`config.mk`:
```
export PLATFORM = sky130hd
export DESIGN_NAME = stripe_permute_unit
export DESIGN_NICKNAME = d
export VERILOG_FILES = /design/src/rtl/spu_pkg.sv /design/src/rtl/spu_replicate.sv /design/src/rtl/spu_stage.sv /design/src/rtl/spu_sign_extend.sv /design/src/rtl/stripe_permute_unit.sv
export SDC_FILE = /design/constraint.sdc
export NUM_CORES = 1
export LEC_CHECK = 0
export ABC_CLOCK_PERIOD_IN_PS = 4090
export BUFFER_PORTS_ARGS = -buffer_cell sky130_fd_sc_hd__buf_2
export CAP_MARGIN = 10
export CORE_AREA = 2 2 72 74
export DETAILED_ROUTE_END_ITERATION = 10
export DIE_AREA = 0 0 74 76
export PLACE_DENSITY = 0.84
export SLEW_MARGIN = 20
export SYNTH_ARGS = -nofsm -noshare
export SYNTH_HDL_FRONTEND = slang
export SYNTH_SLANG_ARGS = --single-unit
```
`constraint.sdc`:
```
create_clock -name vclk -period 4.09
set_input_delay 0.818 -clock vclk [all_inputs]
set_output_delay 0.818 -clock vclk [all_outputs]
set_load 0.005 [all_outputs]
```
`src/rtl/spu_pkg.sv`:
```
package spu_pkg;

  // Distance a stage pulls bits from, stage 0 being the widest move.
  function automatic int stage_dist(input int data_w, input int k);
    return data_w >> (k + 1);
  endfunction

  // Highest position a stage acts on; everything above passes through.
  function automatic int stage_last(input int data_w, input int k);
    return data_w + stage_dist(data_w, k) - 2;
  endfunction

  // Bit of the chosen amount that a stage tests.
  function automatic int stage_test_bit(input int amt_w, input int k);
    return amt_w - 1 - k;
  endfunction

  // Position index bit that picks primary (1) or alternate (0).
  // The final stage has no alternate; the top feeds it primary twice.
  function automatic int stage_sel_bit(input int amt_w, input int k);
    return (k < amt_w - 1) ? (amt_w - 2 - k) : 0;
  endfunction

  // Position index bit that, when 0, lets stripe flip the first stage.
  function automatic int stripe_idx_bit(input int amt_w);
    return (amt_w >= 3) ? (amt_w - 3) : 0;
  endfunction

endpackage

```
`src/rtl/spu_replicate.sv`:
```
module spu_replicate #(
  parameter int DATA_W = 32
) (
  input  logic [DATA_W-1:0]   word_i,
  output logic [2*DATA_W-1:0] dual_o
);
  assign dual_o = {word_i, word_i};
endmodule

```
`src/rtl/spu_stage.sv`:
```
module spu_stage #(
  parameter int WORK_W   = 64,
  parameter int DIST     = 16,
  parameter int LAST     = 46,
  parameter int SEL_BIT  = 3,
  parameter int FLIP_BIT = 2
) (
  input  logic [WORK_W-1:0] din,
  input  logic              pri_bit,
  input  logic              alt_bit,
  input  logic              flip,
  output logic [WORK_W-1:0] dout
);
  for (genvar p = 0; p < WORK_W; p++) begin : g_pos
    if (p <= LAST) begin : g_move
      logic amt_bit;
      logic take;
      if (((p >> SEL_BIT) & 1) == 1) begin : g_pri
        assign amt_bit = pri_bit;
      end else begin : g_alt
        assign amt_bit = alt_bit;
      end
      if (((p >> FLIP_BIT) & 1) == 0) begin : g_flip
        assign take = amt_bit ^ flip;
      end else begin : g_noflip
        assign take = amt_bit;
      end
      assign dout[p] = take ? din[p + DIST] : din[p];
    end else begin : g_keep
      assign dout[p] = din[p];
    end
  end
endmodule

```
`src/rtl/spu_sign_extend.sv`:
```
module spu_sign_extend #(
  parameter int DATA_W = 32,
  parameter int OUT_W  = 64
) (
  input  logic [DATA_W-1:0] low_i,
  output logic [OUT_W-1:0]  wide_o
);
  assign wide_o = {{(OUT_W - DATA_W){low_i[DATA_W-1]}}, low_i};
endmodule

```
`src/rtl/stripe_permute_unit.sv`:
```
module stripe_permute_unit
  import spu_pkg::*;
#(
  parameter int DATA_W = 32,
  parameter int OUT_W  = 64
) (
  input  logic [DATA_W-1:0]         src_i,
  input  logic [$clog2(DATA_W)-1:0] amt_pri_i,
  input  logic [$clog2(DATA_W)-1:0] amt_alt_i,
  input  logic                      stripe_i,
  output logic [OUT_W-1:0]          result_o
);
  localparam int AMT_W  = $clog2(DATA_W);
  localparam int WORK_W = 2 * DATA_W;
  localparam int NSTG   = AMT_W;

  logic [NSTG:0][WORK_W-1:0] stage_data;

  spu_replicate #(.DATA_W(DATA_W)) u_rep (
    .word_i (src_i),
    .dual_o (stage_data[0])
  );

  for (genvar k = 0; k < NSTG; k++) begin : g_stage
    localparam int D  = stage_dist(DATA_W, k);
    localparam int L  = stage_last(DATA_W, k);
    localparam int TB = stage_test_bit(AMT_W, k);
    localparam int SB = stage_sel_bit(AMT_W, k);
    localparam int FB = (k == 0) ? stripe_idx_bit(AMT_W) : 0;

    logic alt_feed;
    logic flip_feed;
    if (k == NSTG - 1) begin : g_prionly
      assign alt_feed = amt_pri_i[TB];
    end else begin : g_twoamt
      assign alt_feed = amt_alt_i[TB];
    end
    if (k == 0) begin : g_stripe
      assign flip_feed = stripe_i;
    end else begin : g_nostripe
      assign flip_feed = 1'b0;
    end

    spu_stage #(
      .WORK_W   (WORK_W),
      .DIST     (D),
      .LAST     (L),
      .SEL_BIT  (SB),
      .FLIP_BIT (FB)
    ) u_stage (
      .din     (stage_data[k]),
      .pri_bit (amt_pri_i[TB]),
      .alt_bit (alt_feed),
      .flip    (flip_feed),
      .dout    (stage_data[k+1])
    );
  end

  spu_sign_extend #(.DATA_W(DATA_W), .OUT_W(OUT_W)) u_sext (
    .low_i  (stage_data[NSTG][DATA_W-1:0]),
    .wide_o (result_o)
  );
endmodule

```
==> impl_metrics.env, run 1 <==
export IMPL_synth_cell_type_count=26
export IMPL_final_period_minus_worst_setup_slack_ns=3.69
export IMPL_whs_endpoint="result_o[29]"
export IMPL_timing_hold_worst_start="amt_pri_i[0]"
export IMPL_seq_cells=0
export IMPL_post_synth_instance_area_mm2=0.00239
export IMPL_startpoint="amt_pri_i[4]"
export IMPL_clock_buffer_count=0
export IMPL_clock_fmax_mhz=271
export IMPL_synth_top_cells_by_count="sky130_fd_sc_hd__mux2i_1, sky130_fd_sc_hd__a21oi_1, sky130_fd_sc_hd__buf_4"
export IMPL_synth_compound_gate_area_share_pct=24.7
export IMPL_most_common_cell_type_on_the_critical_path="sky130_fd_sc_hd__buf_2"
export IMPL_worst_relative_slew_slack_pct=60.4
export IMPL_timing_worst_setup_path_type="in2out"
export IMPL_first_pass_iters=5
export IMPL_seq_area_um2=0
export IMPL_drtIter0Drc=382
export IMPL_dp_slack_ns=0.370
export IMPL_synth_top_area_share_pct=32.2
export IMPL_cts_hold_repair_buffers=0
export IMPL_timing_critical_path_slowest_stage_cell="sky130_fd_sc_hd__xor2_2"
export IMPL_synth_top_area_cell="sky130_fd_sc_hd__mux2i_1"
export IMPL_largest_family_of_logic_cells_by_synthesized_area="multiplexers"
export IMPL_dp_hpwl_um=5800
export IMPL_finalCritPeriodShare_pct=90.3
export IMPL_synth_adder_area_share_pct=0
export IMPL_yosysSeqAreaShare_pct=0
export IMPL_yosys_warnings=0
export IMPL_boundaryPins=107
export IMPL_post_cts_resized_instances=0
export IMPL_detail_route_wl_per_cell_um=16.0
export IMPL_placed_cells_incl_taps=448
export IMPL_timing_hold_violations_final=0
export IMPL_max_cap_violations=0
export IMPL_post_cts_repair_setup_buffers=0
export IMPL_die_height_um=76
export IMPL_placedInstanceArea_mm2=0.00272
export IMPL_critPathMaxFanout=10
export IMPL_io_port_bufs=106
export IMPL_core_rowCount=26
export IMPL_worst_path_dominant_cell_family="multiplexers"
export IMPL_drt_total_wl_um=7150
export IMPL_num_vias=2709
export IMPL_critical_path_startpoint_type="primary input"
export IMPL_grt_max_degree=34
export IMPL_syn_area_per_cell_um2=7.45
export IMPL_detail_route_vias_per_cell=6.05
export IMPL_gpl_wtd_cong=0.939
export IMPL_yosys_mux_area_fraction_pct=41.8
export IMPL_vias_in_the_first_global_route=2347
export IMPL_worst_hold_stages=3
export IMPL_leakage_uw=0.00134
export IMPL_worstSetupEndpointType="primary output"
export IMPL_overflow=0
export IMPL_finish_cell_count_without_fillers=448
export IMPL_post_synth_xor_area_fraction_pct=2.72
export IMPL_critical_path_buf_inv_count=2
export IMPL_wp_data_required_ns=3.27
export IMPL_top_area_cells_in_the_synthesized_netlist="sky130_fd_sc_hd__mux2i_1, sky130_fd_sc_hd__buf_4, sky130_fd_sc_hd__mux2_2"
export IMPL_initial_core_util_pct=48.7
export IMPL_tightest_slew_ns=0.593
export IMPL_timing_critical_path_cells="buf_2 -> xor2_2 -> mux2i_1 -> nand3_1 -> a32oi_1 -> mux2_2 -> buf_2"
export IMPL_critical_path_max_stage_delay_ns=0.52
export IMPL_detail_route_antenna_nets=0
export IMPL_first_pass_grt_wire_length_um=11100
export IMPL_floorplan_core_area_mm2=0.00491
export IMPL_die_w_um=74
export IMPL_grt_setup_unrepaired="no"
export IMPL_power_density_mw_per_mm2=176
export IMPL_grt_total_usage_pct=24.0
export IMPL_syn_nets=364
export IMPL_finalWorstSetupSlack_ns=0.397
export IMPL_yosys_area_share_simple_pct=15.7
export IMPL_synthMostInstantiatedCell="sky130_fd_sc_hd__mux2i_1"
export IMPL_worst_endpoint_arrival_ns=2.88
export IMPL_number_of_antenna_violations_at_the_first_check_in_global_routing=0
export IMPL_drc=0
export IMPL_areaGrowthSynthToFinish_pct=13.9
export IMPL_setup_viol=0
export IMPL_layout_drive_gt1_share_pct=37.3
export IMPL_die_area_mm2=0.00562
export IMPL_fin_tns_setup_ns=0
export IMPL_n_antenna_cell=0
export IMPL_netlist_instances=321
export IMPL_holdCritPathClass="in2out"
export IMPL_post_route_cell_area_mm2=0.00272
export IMPL_final_nets=423
export IMPL_worst_ir_drop_vdd_mv=0.132
export IMPL_final_max_slew_violation_count=0
export IMPL_status="complete, no violations"
metal layers:
layer	wire, µm	global-route usage (%)	vias to the layer above	part of all wire, %
met3	671	2.12	18	9.4
met2	3190	37.9	174	45
met5	0	0	-	0
met4	205	6.00	0	2.9
met1	3080	34.7	1216	43
li1	-	-	1301	-
worst min-delay path: cells and delay by family:
kind / cells / cell delay [ns]
muxes: 1 / 0.15
buffers and inverters: 2 / 0.34
cells by family (layout without fill, tap and decap cells):
group / Yosys count / count (layout)
compound gates: 86 / 86
buf+inv: 61 / 118
xor+xnor: 4 / 4
simple gates: 73 / 73
mux: 97 / 97
worst max path at each step:
stage	endpoint	slack, ns	depth (start not counted)
floorplan	result_o[32]	0.55	7
global placement	result_o[36]	0.43	7
detailed placement	result_o[35]	0.37	7
CTS	result_o[35]	0.37	7
global route	result_o[57]	0.20	7
finish	result_o[16]	0.40	7
report_power, final:
part	switching, µW	internal (µW)	leakage (µW)
sequential	0	0	0
combinational	260	219	0.00134
clock	0	0	0
total	260	219	0.00134
layout make-up:
| cell class | count | area (µm²) |
|---|---|---|
| Fill cell | 462 | 2190 |
| Timing Repair Buffer | 114 | 591 |
| Inverter | 4 | 15.0 |
| Multi-Input combinational cell | 260 | 2030 |
| Tap cell | 70 | 87.6 |
per-stage QoR:
| step | total power [µW] | util (%) | hold WS, ns |
|---|---|---|---|
| after global routing | 522 | 55.5 | 2.16 |
| after CTS | 473 | 55.5 | 2.13 |
| after global placement | 462 | 55.5 | 2.13 |
| after floorplan | 362 | - | 1.91 |
| after detailed placement | 472 | 55.5 | 2.13 |
| final | 478 | 55.5 | 2.13 |
cell usage in the layout, fill, tap and decap left out, types with 11 or more instances in the layout:
master	instances
sky130_fd_sc_hd__nand3_1	27
sky130_fd_sc_hd__nor2_1	16
sky130_fd_sc_hd__mux2_2	17
sky130_fd_sc_hd__a21oi_1	36
sky130_fd_sc_hd__a32o_1	11
sky130_fd_sc_hd__a32oi_1	14
sky130_fd_sc_hd__mux2i_1	77
sky130_fd_sc_hd__nor2b_1	16
sky130_fd_sc_hd__buf_2	106
Power figures use the tool's default switching activity.
==> inputs of run 2 (changes only) <==
--- a/config.mk
+++ b/config.mk
@@ -6,7 +6,7 @@
 export NUM_CORES = 1
 export LEC_CHECK = 0
 export ABC_CLOCK_PERIOD_IN_PS = 4090
-export BUFFER_PORTS_ARGS = -buffer_cell sky130_fd_sc_hd__buf_2
+export BUFFER_PORTS_ARGS = -buffer_cell sky130_fd_sc_hd__buf_4
 export CAP_MARGIN = 10
 export CORE_AREA = 2 2 72 74
 export DETAILED_ROUTE_END_ITERATION = 10
==> run 2 against run 1 <==
  * Count of clock-buffer cells in the layout unchanged
  * Sequential cell count unchanged
  * Design area increased by 8.6%
  * First-iteration DRC count decreased by 53%
  * Sequential share of layout area unchanged
  * Fmax increased by 0.14%
  * Global-route usage increased by 0.95 points
  * Critical endpoint is now result_o[60]
  * Largest cell class unchanged
  * Largest power group unchanged
  * Highest routed layer unchanged
==> impl_metrics.env, run 2 (synthesis gave the netlist of run 1 again) <==
export IMPL_power_density_mw_per_mm2=184
export IMPL_floorplan_core_area_mm2=0.00491
export IMPL_die_area_mm2=0.00562
export IMPL_drt_total_wl_um=7400
export IMPL_cts_hold_repair_buffers=0
export IMPL_timing_hold_violations_final=0
export IMPL_setup_viol=0
export IMPL_grt_total_usage_pct=25.0
export IMPL_mostFrequentLayoutCell="sky130_fd_sc_hd__buf_4"
export IMPL_detail_route_wl_per_cell_um=16.7
export IMPL_initial_core_util_pct=48.7
export IMPL_status="complete, no violations"
export IMPL_grt_setup_unrepaired="no"
export IMPL_post_cts_resized_instances=0
export IMPL_worst_hold_stages=3
export IMPL_dp_hpwl_um=5960
export IMPL_number_of_antenna_violations_at_the_first_check_in_global_routing=0
export IMPL_worst_endpoint_arrival_ns=2.87
export IMPL_grt_max_degree=34
export IMPL_n_antenna_cell=0
export IMPL_detail_route_antenna_nets=0
export IMPL_clock_buffer_count=0
export IMPL_final_nets=419
export IMPL_overflow=0
export IMPL_num_vias=2662
export IMPL_drtIter0Drc=180
export IMPL_first_pass_iters=7
export IMPL_die_height_um=76
export IMPL_gpl_wtd_cong=0.932
export IMPL_tightest_slew_ns=0.635
export IMPL_layout_drive_gt1_share_pct=36.6
export IMPL_max_cap_violations=0
export IMPL_leakage_uw=0.00142
export IMPL_whs_endpoint="result_o[29]"
export IMPL_clock_fmax_mhz=271
export IMPL_finalCritPeriodShare_pct=90.2
export IMPL_final_period_minus_worst_setup_slack_ns=3.69
export IMPL_die_w_um=74
export IMPL_total_power_uw=546
export IMPL_timing_worst_setup_path_type="in2out"
export IMPL_wp_data_required_ns=3.27
export IMPL_final_max_slew_violation_count=0
export IMPL_worst_ir_drop_vdd_mv=0.149
export IMPL_seq_area_um2=0
export IMPL_first_pass_grt_wire_length_um=11600
export IMPL_io_port_bufs=106
export IMPL_vias_in_the_first_global_route=2394
export IMPL_seq_cells=0
export IMPL_fin_tns_setup_ns=0
export IMPL_multiInputGateArea_mm2=0.00203
export IMPL_holdCritPathClass="in2out"
export IMPL_critPathMaxFanout=33
export IMPL_post_cts_repair_setup_buffers=0
export IMPL_final_cell_mix="sky130_fd_sc_hd__buf_4, sky130_fd_sc_hd__mux2i_1, sky130_fd_sc_hd__a21oi_1, sky130_fd_sc_hd__nand3_1, sky130_fd_sc_hd__mux2_2"
export IMPL_num_fill_cells=466
export IMPL_detail_route_vias_per_cell=6.00
export IMPL_drc=0
export IMPL_worstSetupEndpointType="primary output"
export IMPL_core_rowCount=26
export IMPL_timing_hold_worst_start="amt_pri_i[0]"
export IMPL_boundaryPins=107
export IMPL_worst_relative_slew_slack_pct=57.6
export IMPL_areaGrowthSynthToFinish_pct=23.7
export IMPL_critical_path_startpoint_type="primary input"
run 2: changes by cell type in the layout (fill, tap and decap cells not counted):
cell                    before  now
sky130_fd_sc_hd__buf_2     106    0
sky130_fd_sc_hd__buf_4       8  110
run 2: cell type report:
cell class         count  area share, %
well taps             70           2.96
repair buffers       110           27.9
inverters              4          0.507
multi-input cells    260           68.6
run 2: worst max path at each step:
stage              endpoint  cells after the start  slack (ns)          from
2_1_floorplan  result_o[32]                      7        0.55  amt_pri_i[4]
3_3_place_gp   result_o[36]                      8        0.49  amt_pri_i[4]
3_5_place_dp   result_o[31]                      8        0.39  amt_pri_i[4]
4_1_cts        result_o[31]                      8        0.38  amt_pri_i[4]
5_1_grt        result_o[52]                      8        0.21  amt_pri_i[4]
6_report       result_o[60]                      8        0.40  amt_pri_i[4]
run 2: metal layers:
layer / global-route usage (%) / routed length (µm)
met5: 0 / 0
met4: 6.55 / 212
met3: 1.59 / 550
met2: 39.6 / 3340
met1: 36.1 / 3300
run 2: worst max-delay path, stage by stage:
cell and delay (ns):
sky130_fd_sc_hd__buf_4 0.18, sky130_fd_sc_hd__xnor2_2 0.19, sky130_fd_sc_hd__buf_4 0.22, sky130_fd_sc_hd__mux2i_1 0.27, sky130_fd_sc_hd__nand3_1 0.14, sky130_fd_sc_hd__a22oi_1 0.29
sky130_fd_sc_hd__mux2_2 0.55, sky130_fd_sc_hd__buf_4 0.20
run 2: through the flow:
stage	worst slack (ns)	util, %	hold slack, ns	instances	area (µm²)
6_report	0.402	60.2	2.20	444	2960
5_1_grt	0.214	60.2	2.22	444	2960
4_1_cts	0.380	60.2	2.20	444	2960
3_5_place_dp	0.390	60.2	2.20	444	2960
3_3_place_gp	0.486	60.2	2.19	444	2960
2_1_floorplan	0.546	-	1.91	321	2390
run 2: where the power goes:
part | internal (µW) | switching, µW | total [µW]
combinational | 280 | 266 | 546
sequential | 0 | 0 | 0
clock | 0 | 0 | 0
==> inputs of run 3 (changes only) <==
--- a/config.mk
+++ b/config.mk
@@ -5,14 +5,13 @@
 export SDC_FILE = /design/constraint.sdc
 export NUM_CORES = 1
 export LEC_CHECK = 0
-export ABC_CLOCK_PERIOD_IN_PS = 4090
+export ABC_CLOCK_PERIOD_IN_PS = 4170
 export BUFFER_PORTS_ARGS = -buffer_cell sky130_fd_sc_hd__buf_4
 export CAP_MARGIN = 10
 export CORE_AREA = 2 2 72 74
 export DETAILED_ROUTE_END_ITERATION = 10
 export DIE_AREA = 0 0 74 76
 export PLACE_DENSITY = 0.84
-export SLEW_MARGIN = 20
 export SYNTH_ARGS = -nofsm -noshare
 export SYNTH_HDL_FRONTEND = slang
 export SYNTH_SLANG_ARGS = --single-unit
==> constraint.sdc (replaced) <==
create_clock -name vclk -period 4.17
set_input_delay 0.834 -clock vclk [all_inputs]
set_output_delay 0.834 -clock vclk [all_outputs]
set_load 0.005 [all_outputs]
==> run 3 against run 2 <==
  * Total power decreased by 1.7%
  * Critical endpoint is now result_o[51]
  * Via count increased by 0.71%
  * Combinational power decreased by 2%
  * Sequential cell count unchanged
  * Cell count unchanged
  * Global-route usage decreased by 0.31 points
  * Wire length decreased by 0.42%
  * Non-clock buffer count unchanged
  * Largest power group unchanged
  * Critical path depth unchanged
  * Design area unchanged
  * Count of clock-buffer cells in the layout unchanged
  * Sequential share of layout area unchanged
==> impl_metrics.env, run 3 (synthesis gave the netlist of run 1 again) <==
export IMPL_status="complete, no violations"
export IMPL_overflow=0
export IMPL_leakage_uw=0.00142
export IMPL_clock_buffer_count=0
export IMPL_post_cts_resized_instances=0
export IMPL_holdCritPathClass="in2out"
export IMPL_n_antenna_cell=0
export IMPL_power_share_sequential_pct=0
export IMPL_final_period_minus_worst_setup_slack_ns=3.75
export IMPL_gpl_wtd_cong=0.916
export IMPL_worstSetupEndpointType="primary output"
export IMPL_grt_use_met1_pct=35.8
export IMPL_detail_route_wl_per_cell_um=16.6
export IMPL_worst_relative_slew_slack_pct=58.8
export IMPL_die_area_mm2=0.00562
export IMPL_worst_endpoint_arrival_ns=2.92
export IMPL_power_switching_fraction_pct=48.8
export IMPL_drtIter0Drc=356
export IMPL_critical_path_max_stage_delay_ns=0.56
export IMPL_grt_setup_unrepaired="no"
export IMPL_floorplan_core_area_mm2=0.00491
export IMPL_most_common_cell_type_on_the_critical_path="sky130_fd_sc_hd__buf_4"
export IMPL_critPathMaxFanout=33
export IMPL_vias_in_the_first_global_route=2350
export IMPL_net_switching_power_uw=262
export IMPL_dp_slack_ns=0.446
export IMPL_seq_area_um2=0
export IMPL_initial_core_util_pct=48.7
export IMPL_detail_route_vias_per_cell=6.04
export IMPL_dp_hpwl_um=5960
export IMPL_drt_total_wl_um=7370
export IMPL_setup_viol=0
export IMPL_drc=0
export IMPL_intPower_uw=274
export IMPL_final_nets=419
export IMPL_final_cell_mix="sky130_fd_sc_hd__buf_4, sky130_fd_sc_hd__mux2i_1, sky130_fd_sc_hd__a21oi_1, sky130_fd_sc_hd__nand3_1, sky130_fd_sc_hd__mux2_2"
export IMPL_detail_route_antenna_nets=0
export IMPL_areaGrowthSynthToFinish_pct=23.7
export IMPL_cts_hold_repair_buffers=0
export IMPL_io_port_bufs=106
export IMPL_tightest_slew_ns=0.618
export IMPL_mostFrequentLayoutCell="sky130_fd_sc_hd__buf_4"
export IMPL_timing_worst_setup_path_type="in2out"
export IMPL_post_cts_repair_setup_buffers=0
export IMPL_num_vias=2681
export IMPL_final_max_slew_violation_count=0
export IMPL_grt_max_degree=34
export IMPL_die_height_um=76
export IMPL_number_of_antenna_violations_at_the_first_check_in_global_routing=0
export IMPL_max_cap_violations=0
export IMPL_grt_busiest_layer="met2"
export IMPL_combPwrFrac_pct=100.0
export IMPL_first_pass_iters=6
export IMPL_wp_data_required_ns=3.34
export IMPL_critical_path_startpoint_type="primary input"
export IMPL_worst_ir_drop_vdd_mv=0.130
export IMPL_core_rowCount=26
export IMPL_clkPwrFrac_pct=0
export IMPL_timing_hold_violations_final=0
export IMPL_grt_util_met2_pct=40.5
export IMPL_clock_fmax_mhz=267
export IMPL_groute_layer_met3_usage_pct=0.794
export IMPL_seq_cells=0
export IMPL_timing_critical_path_slowest_stage_cell="sky130_fd_sc_hd__mux2_2"
export IMPL_grt_total_usage_pct=24.6
export IMPL_first_pass_grt_wire_length_um=11500
export IMPL_timing_critical_path_cells="buf_4 -> xnor2_2 -> buf_4 -> mux2i_1 -> nand3_1 -> a22oi_1 -> mux2_2 -> buf_4"
export IMPL_layout_drive_gt1_share_pct=36.6
export IMPL_power_density_mw_per_mm2=181
export IMPL_num_fill_cells=461
export IMPL_boundaryPins=107
export IMPL_finalCritPeriodShare_pct=90.0
export IMPL_fin_tns_setup_ns=0
export IMPL_finalWorstSetupSlack_ns=0.418
export IMPL_die_w_um=74
run 3: cell counts in the layout (fill, tap and decap cells not counted):
Identical to the previous run, type by type.
run 3: worst paths after layout:
path | start | to | slack, ns | cells past startpoint
setup / recovery | amt_pri_i[4] | result_o[51] | 0.42 | 8
hold / removal | amt_pri_i[0] | result_o[26] | 2.23 | 3
run 3: routing by layer:
metal | vias to the layer above | wire (µm)
met1 | 1225 | 3280
met3 | 12 | 490
met4 | 0 | 129
li1 | 1296 | -
met5 | - | 0
met2 | 148 | 3460
run 3: through the flow:
step | cells | util, % | hold WS [ns] | power (µW) | instance area (µm²)
after global placement | 444 | 60.2 | 2.22 | 520 | 2960
after detailed placement | 444 | 60.2 | 2.23 | 530 | 2960
after floorplan | 321 | - | 1.94 | 355 | 2390
after CTS | 444 | 60.2 | 2.23 | 532 | 2960
after global routing | 444 | 60.2 | 2.26 | 577 | 2960
final | 444 | 60.2 | 2.23 | 536 | 2960
run 3: area by class of cell:
| type | instances | area, µm² | share of cell area (%) |
|---|---|---|---|
| multi-input combinational | 260 | 2030 | 68.6 |
| timing repair buffer | 110 | 826 | 27.9 |
| tap | 70 | 87.6 | 2.96 |
| inverter | 4 | 15.0 | 0.507 |
run 3: critical path, delay by kind of cell:
| kind | cells | cell delay (ns) |
|---|---|---|
| AOI/OAI and AO/OA | 1 | 0.30 |
| buffers and inverters | 3 | 0.61 |
| and+or+nand+nor | 1 | 0.14 |
| xor gates and xnor gates | 1 | 0.19 |
| muxes | 2 | 0.84 |
run 3: power groups by stage:
| stage | Combinational, µW | Sequential [µW] | Clock (µW) |
|---|---|---|---|
| 3_3_place_gp | 520 | 0 | 0 |
| 6_report | 536 | 0 | 0 |
| 5_1_grt | 577 | 0 | 0 |
| 2_1_floorplan | 355 | 0 | 0 |
| 4_1_cts | 532 | 0 | 0 |
| 3_5_place_dp | 530 | 0 | 0 |
